**src/rtl/swt_pkg.sv**
```systemverilog
package swt_pkg;
  // Number of octal digits needed to show a word of the given width.
  function automatic int octal_digits(input int width);
    return (width + 2) / 3;
  endfunction
endpackage

```
**src/rtl/swt_sync.sv**
```systemverilog
module swt_sync #(
  parameter int W      = 1,
  parameter int STAGES = 2
) (
  input  logic         clk,
  input  logic         rst,
  input  logic [W-1:0] d,
  output logic [W-1:0] q
);
  logic [STAGES-1:0][W-1:0] stg;

  always_ff @(posedge clk) begin
    if (rst) begin
      stg <= '0;
    end else begin
      stg[0] <= d;
      for (int i = 1; i < STAGES; i++) stg[i] <= stg[i-1];
    end
  end

  assign q = stg[STAGES-1];
endmodule

```
**src/rtl/swt_rx.sv**
```systemverilog
module swt_rx #(
  parameter int WORD_W = 16
) (
  input  logic              clk,
  input  logic              rst,
  input  logic              gate,
  input  logic              sclk,
  input  logic              sdata,
  output logic              done,
  output logic [WORD_W-1:0] word
);
  localparam int CW = $clog2(WORD_W);

  logic              sclk_prev;
  logic [CW-1:0]     cnt;
  logic [WORD_W-1:0] sh;
  logic              rise;
  logic              last;
  logic [WORD_W-1:0] next_sh;

  assign rise = gate && sclk && !sclk_prev;
  assign last = (cnt == CW'(WORD_W - 1));

  // The first bit of a transaction clears the register before shifting.
  always_comb begin
    if (cnt == '0) next_sh = {{(WORD_W-1){1'b0}}, sdata};
    else           next_sh = {sh[WORD_W-2:0], sdata};
  end

  always_ff @(posedge clk) begin
    if (rst) begin
      sclk_prev <= 1'b0;
      cnt       <= '0;
      sh        <= '0;
      done      <= 1'b0;
      word      <= '0;
    end else begin
      sclk_prev <= sclk;
      done      <= 1'b0;
      if (!gate) begin
        cnt <= '0;
      end else if (rise) begin
        sh <= next_sh;
        if (last) begin
          cnt  <= '0;
          done <= 1'b1;
          word <= next_sh;
        end else begin
          cnt <= cnt + 1'b1;
        end
      end
    end
  end
endmodule

```
**src/rtl/swt_octal.sv**
```systemverilog
module swt_octal #(
  parameter int WORD_W = 16,
  parameter int NDIG   = swt_pkg::octal_digits(WORD_W)
) (
  input  logic                  clk,
  input  logic                  rst,
  input  logic                  done,
  input  logic [WORD_W-1:0]     word,
  input  logic                  inhibit,
  output logic                  valid,
  output logic [NDIG*3-1:0]     octal
);
  logic [NDIG*3-1:0]      padded;
  logic [NDIG-1:0][2:0]   digit;

  always_comb begin
    padded = '0;
    padded[WORD_W-1:0] = word;
  end

  for (genvar k = 0; k < NDIG; k++) begin : g_digit
    assign digit[k] = padded[3*k +: 3];
  end

  always_ff @(posedge clk) begin
    if (rst) begin
      valid <= 1'b0;
      octal <= '0;
    end else begin
      valid <= done;
      if (done && !inhibit) octal <= digit;
    end
  end
endmodule

```
**src/rtl/swt_tx.sv**
```systemverilog
module swt_tx #(
  parameter int WORD_W = 16,
  parameter int HALF   = 4
) (
  input  logic              clk,
  input  logic              rst,
  input  logic              force_n,
  input  logic              start,
  input  logic [WORD_W-1:0] word,
  output logic              tx_clk,
  output logic              tx_data
);
  localparam int PW = $clog2(2 * HALF);
  localparam int BW = $clog2(WORD_W);

  logic              en;
  logic              busy;
  logic [PW-1:0]     ph;
  logic [BW-1:0]     bi;
  logic [WORD_W-1:0] sh;
  logic              raw;

  assign en  = !force_n;
  assign raw = busy && (ph < PW'(HALF));

  always_ff @(posedge clk) begin
    if (rst) begin
      busy    <= 1'b0;
      ph      <= '0;
      bi      <= '0;
      sh      <= '0;
      tx_clk  <= 1'b0;
      tx_data <= 1'b0;
    end else begin
      if (!en) begin
        busy <= 1'b0;
      end else if (!busy && start) begin
        busy <= 1'b1;
        sh   <= word;
        ph   <= '0;
        bi   <= '0;
      end else if (busy) begin
        if (ph == PW'(2 * HALF - 1)) begin
          ph <= '0;
          if (bi == BW'(WORD_W - 1)) begin
            busy <= 1'b0;
          end else begin
            bi <= bi + 1'b1;
            sh <= {sh[WORD_W-2:0], 1'b0};
          end
        end else begin
          ph <= ph + 1'b1;
        end
      end
      // XNOR with the low force line inverts the raw clock.
      tx_clk  <= en && !(raw ^ force_n);
      tx_data <= en && busy && sh[WORD_W-1];
    end
  end
endmodule

```
**src/rtl/serial_word_tester.sv**
```systemverilog
module serial_word_tester #(
  parameter int WORD_W      = 16,
  parameter int SYNC_STAGES = 2,
  parameter int TX_HALF     = 4
) (
  input  logic                                         clk,
  input  logic                                         rst,
  input  logic                                         mode_i,
  input  logic                                         proceed_i,
  input  logic                                         sclk_i,
  input  logic                                         sdata_i,
  input  logic                                         disp_inhibit_i,
  input  logic                                         force_n_i,
  input  logic                                         tx_start_i,
  input  logic [WORD_W-1:0]                            tx_word_i,
  output logic                                         ready_o,
  output logic                                         tx_clk_o,
  output logic                                         tx_data_o,
  output logic                                         word_valid_o,
  output logic [3*swt_pkg::octal_digits(WORD_W)-1:0]   octal_o
);
  localparam int NDIG  = swt_pkg::octal_digits(WORD_W);
  localparam int OCT_W = 3 * NDIG;

  logic [2:0]        raw_in;
  logic [2:0]        sync_in;
  logic              rx_done;
  logic [WORD_W-1:0] rx_word;

  assign ready_o = 1'b1;
  assign raw_in  = {mode_i && proceed_i, sclk_i, sdata_i};

  swt_sync #(.W(3), .STAGES(SYNC_STAGES)) u_sync (
    .clk (clk),
    .rst (rst),
    .d   (raw_in),
    .q   (sync_in)
  );

  swt_rx #(.WORD_W(WORD_W)) u_rx (
    .clk   (clk),
    .rst   (rst),
    .gate  (sync_in[2]),
    .sclk  (sync_in[1]),
    .sdata (sync_in[0]),
    .done  (rx_done),
    .word  (rx_word)
  );

  swt_octal #(.WORD_W(WORD_W), .NDIG(NDIG)) u_oct (
    .clk     (clk),
    .rst     (rst),
    .done    (rx_done),
    .word    (rx_word),
    .inhibit (disp_inhibit_i),
    .valid   (word_valid_o),
    .octal   (octal_o)
  );

  swt_tx #(.WORD_W(WORD_W), .HALF(TX_HALF)) u_tx (
    .clk     (clk),
    .rst     (rst),
    .force_n (force_n_i),
    .start   (tx_start_i),
    .word    (tx_word_i),
    .tx_clk  (tx_clk_o),
    .tx_data (tx_data_o)
  );
endmodule

```
**config.mk**
```make
export PLATFORM = sky130hd
export DESIGN_NAME = serial_word_tester
export DESIGN_NICKNAME = d
export VERILOG_FILES = /design/src/rtl/swt_pkg.sv /design/src/rtl/swt_sync.sv /design/src/rtl/swt_rx.sv /design/src/rtl/swt_octal.sv /design/src/rtl/swt_tx.sv /design/src/rtl/serial_word_tester.sv
export SDC_FILE = /design/constraint.sdc
export NUM_CORES = 1
export LEC_CHECK = 0
export BUFFER_PORTS_ARGS = -buffer_cell sky130_fd_sc_hd__buf_2
export CAP_MARGIN = 5
export CORE_ASPECT_RATIO = 1.5
export CORE_MARGIN = 2
export CORE_UTILIZATION = 55
export DETAILED_ROUTE_END_ITERATION = 10
export PLACE_DENSITY = 0.76
export SKIP_LAST_GASP = 1
export SYNTH_ARGS = -nofsm -noshare
export SYNTH_HDL_FRONTEND = slang
export SYNTH_HIERARCHICAL = 1
export SYNTH_SLANG_ARGS = --single-unit
```
**constraint.sdc**
```tcl
create_clock -name clk -period 2 [get_ports clk]
set_input_delay 0 -clock clk [delete_from_list [all_inputs] [get_ports clk]]
set_output_delay 0 -clock clk [all_outputs]
set_load 0.02 [all_outputs]
```
==> out/metrics.csv <==
stage,metric,value,unit
run_status,status,finished clean,
timing,maxSlewViolCount,0,
die,die_h,105.9,um
pwr,p_per_area,776.7,nW/um^2
setup_path,path_class,flip-flop to flip-flop,
hold_path,hold_path_class,primary input to flip-flop,
finish,mostFrequentLayoutCell,dfxtp_1,
synthesis,ys.flop_type,dfxtp_1,
timing,relSlewSlack,49.08,%
timing,setup_viol,0,
setup_path,path_cells,"ha_1, ha_1, and3b_1, buf_4, a31o_1, a311oi_1",
die,num_io_pins,47,
timing,fin_crit_sh,90.58,%
route,drcViolationCount,0,
global_route,grt_pass1_vias,2798,
global_route,grtUsageTotal,19.46,%
timing,period_needed,1.812,ns
die,core.rowCount,37,
setup_path,worstPathArrival,2.06,ns
finish,area_growth,13.40,%
placement,portBuffers,43,
cts,clock_path_buffers,2,
timing,hold_viol_final,0,
placement,place_hpwl,4650,um
cts,cts_setup_buffers,0,
timing,fmax,552.0,MHz
cts,cts_buffers,9,
finish,drive_above_1_share,23.13,%
setup_path,max_stage_delay,0.34,ns
synthesis,avgSynthCellArea,9.948,um^2
global_route,grt_pass1_wl,11940,um
setup_path,path_buf_inv,1,
finish,nNetsFinal,453,
cts,worstSkewPairLatency,0.35,ns
die,die-area,7623,um^2
flow_run,maxCapViolations,0,
finish,postLayoutCoreUtil,63.49,%
global_route,grt_antenna_before_repair,0,
timing,whs,0.01415,ns
setup_path,crit_path_start_kind,flip-flop,
synthesis,ys_seq_area_share,45.19,%
route,vias,2905,
setup_path,cp_slowest_cell,dfxtp_1,
cts,cts_tree,built,
setup_path,end_kind,flip-flop,
global_route,grt-ovfl-total,0,
synthesis,async_flop_share,0,%
finish,final_cell_mix,"86 x dfxtp_1, 43 x buf_2, 31 x nand2b_1",
setup_path,crit_top_cell,ha_1,
die,initial_utilization,55.98,%
synthesis,yosys_warnings,6,
global_route,grt_max_degree,54,
finish,diodes,0,
pwr,p_leak,1.614,nW
synthesis,ys_ff_latch,86,
timing,finalClockSkew,0.007353,ns
placement,place_congestion,0.8227,
timing,worst_slew_pin_slew,0.7638,ns
route,dr.pass1.iters,4,
synthesis,synth-edff-count,0,
route,final_antenna_net_count,0,
route,drtIter0Drc,150,
cts,clkTransAtPathRegs,0.08,ns
pwr,p_total,3.356,mW
synthesis,synth_area,3810,um^2
route,vias_per_cell,5.741,
timing,rsz0062_at_grt,false,
die,core,6805,um^2
setup_path,crit_path_max_fanout,16,
route,wirelength,6961,um
setup_path,cp.required,2.25,ns
die,die_w,71.96,um
finish,final_area,4320,um^2
placement,place_area,3976,um^2
cts,root_buffer,clkbuf_8,
synthesis,syn_inst,383,
synthesis,yosysUniqueCellTypes,51,
cts,clock_sinks,86,
timing,fin_tns_setup,0,ns
route,wl_per_cell,13.76,um
cts,htree_levels,3,
pwr,peakVddDrop,0.0004280,V
setup_path,critPathTopFamily,compound AO/OA/AOI/OAI gates,
sequential cells by signal (all words and copies together) (netlist names), 3 cells and up:
| register | count |
|---|---|
| u_oct/octal | 16 |
| u_tx/ph | 3 |
| u_rx/sh | 15 |
| u_sync/q | 3 |
| u_tx/sh | 16 |
| u_tx/bi | 4 |
| u_sync/stg | 3 |
| u_rx/cnt | 4 |
| u_rx/word | 16 |
per-stage QoR:
step | setup WS [ns] | std cells
global route | 0.09901 | 506
detailed placement | 0.01690 | 479
floorplan | 0.4436 | 384
CTS | 0.0008498 | 506
finish | 0.1884 | 506
global placement | 0.1334 | 479
layer usage:
metal	GRT usage (%)	wire length (um)	vias to the layer above
li1	-	-	1472
met1	21.08	2966	1368
met2	35.38	3668	53
met3	3.602	200	12
met4	9.434	125	0
met5	0	0	-
tightest hold or removal path: stages:
cell,delay [ns]
buf_2,0.10
mux2i_1,0.13
a211oi_1,0.09
final cells by class:
cell class,instances,area (um^2)
Fill cell,571,2485
Clock buffer,11,151.4
Tap cell,78,97.59
Inverter,9,33.78
Multi-Input combinational cell,250,1812
Timing Repair Buffer,67,422.9
Sequential cell,86,1722
Clock inverter,5,81.33
Yosys cell counts, types with 3 or more instances:
library cell | count | share of area (%)
dfxtp_1 | 86 | 45
a21o_1 | 3 | 0.59
inv_1 | 8 | 0.79
buf_6 | 4 | 1.2
buf_2 | 9 | 1.2
o22ai_1 | 13 | 2.1
o21ai_1 | 3 | 0.39
nand4_1 | 16 | 2.6
a21oi_1 | 22 | 2.9
nand4bb_1 | 16 | 4.7
a211oi_1 | 23 | 4.5
nand2b_1 | 31 | 5.1
o21ai_0 | 20 | 2.6
clkbuf_1 | 14 | 1.4
mux2i_1 | 16 | 4.2
nand3_1 | 3 | 0.39
a211oi_2 | 9 | 3.0
nor2b_1 | 9 | 1.5
and2_1 | 3 | 0.49
nor2_1 | 9 | 0.89
ha_1 | 5 | 1.6
buf_4 | 9 | 1.8
a22oi_1 | 3 | 0.59
o21ai_2 | 10 | 2.3
nand2_1 | 6 | 0.59
power by group:
group	internal [mW]	switching, mW	total [mW]
Clock	0.771	0.597	1.37
Combinational	0.117	0.112	0.229
Sequential	1.74	0.0172	1.76
Total	2.63	0.727	3.36
what timing repair did:
action | 4_1_cts | 5_1_grt
hold endpoints to repair | 10 | 0
setup endpoints to repair | 0 | 18
hold buffers | 11 | 0
resized for setup | 0 | 1
cells by family after synthesis:
logic type / synth area share (%)
buffers and inverters: 7.454
XOR/XNOR: 0.2299
AO/OA/AOI/OAI: 21.41
multiplexers: 4.204
flip-flops: 45.19
adder cells (fa/ha/maj): 1.642
other: 0.1971
AND/OR/NAND/NOR: 19.67
final timing paths:
kind                                                from                       to  slack, ns  cells past startpoint
worst min-delay path                        tx_word_i[1]  u_tx/sh[1]$_SDFFE_PP0P_       0.01                      3
worst max register to register   u_tx/ph[0]$_SDFFE_PP0P_  u_tx/bi[3]$_SDFFE_PP0P_       0.19                      6
worst min register to register  u_sync/stg[1]$_SDFF_PP0_   u_sync/q[1]$_SDFF_PP0_       0.44                      1
worst max-delay path             u_tx/ph[0]$_SDFFE_PP0P_  u_tx/bi[3]$_SDFFE_PP0P_       0.19                      6
Power figures use the tool's default switching activity.
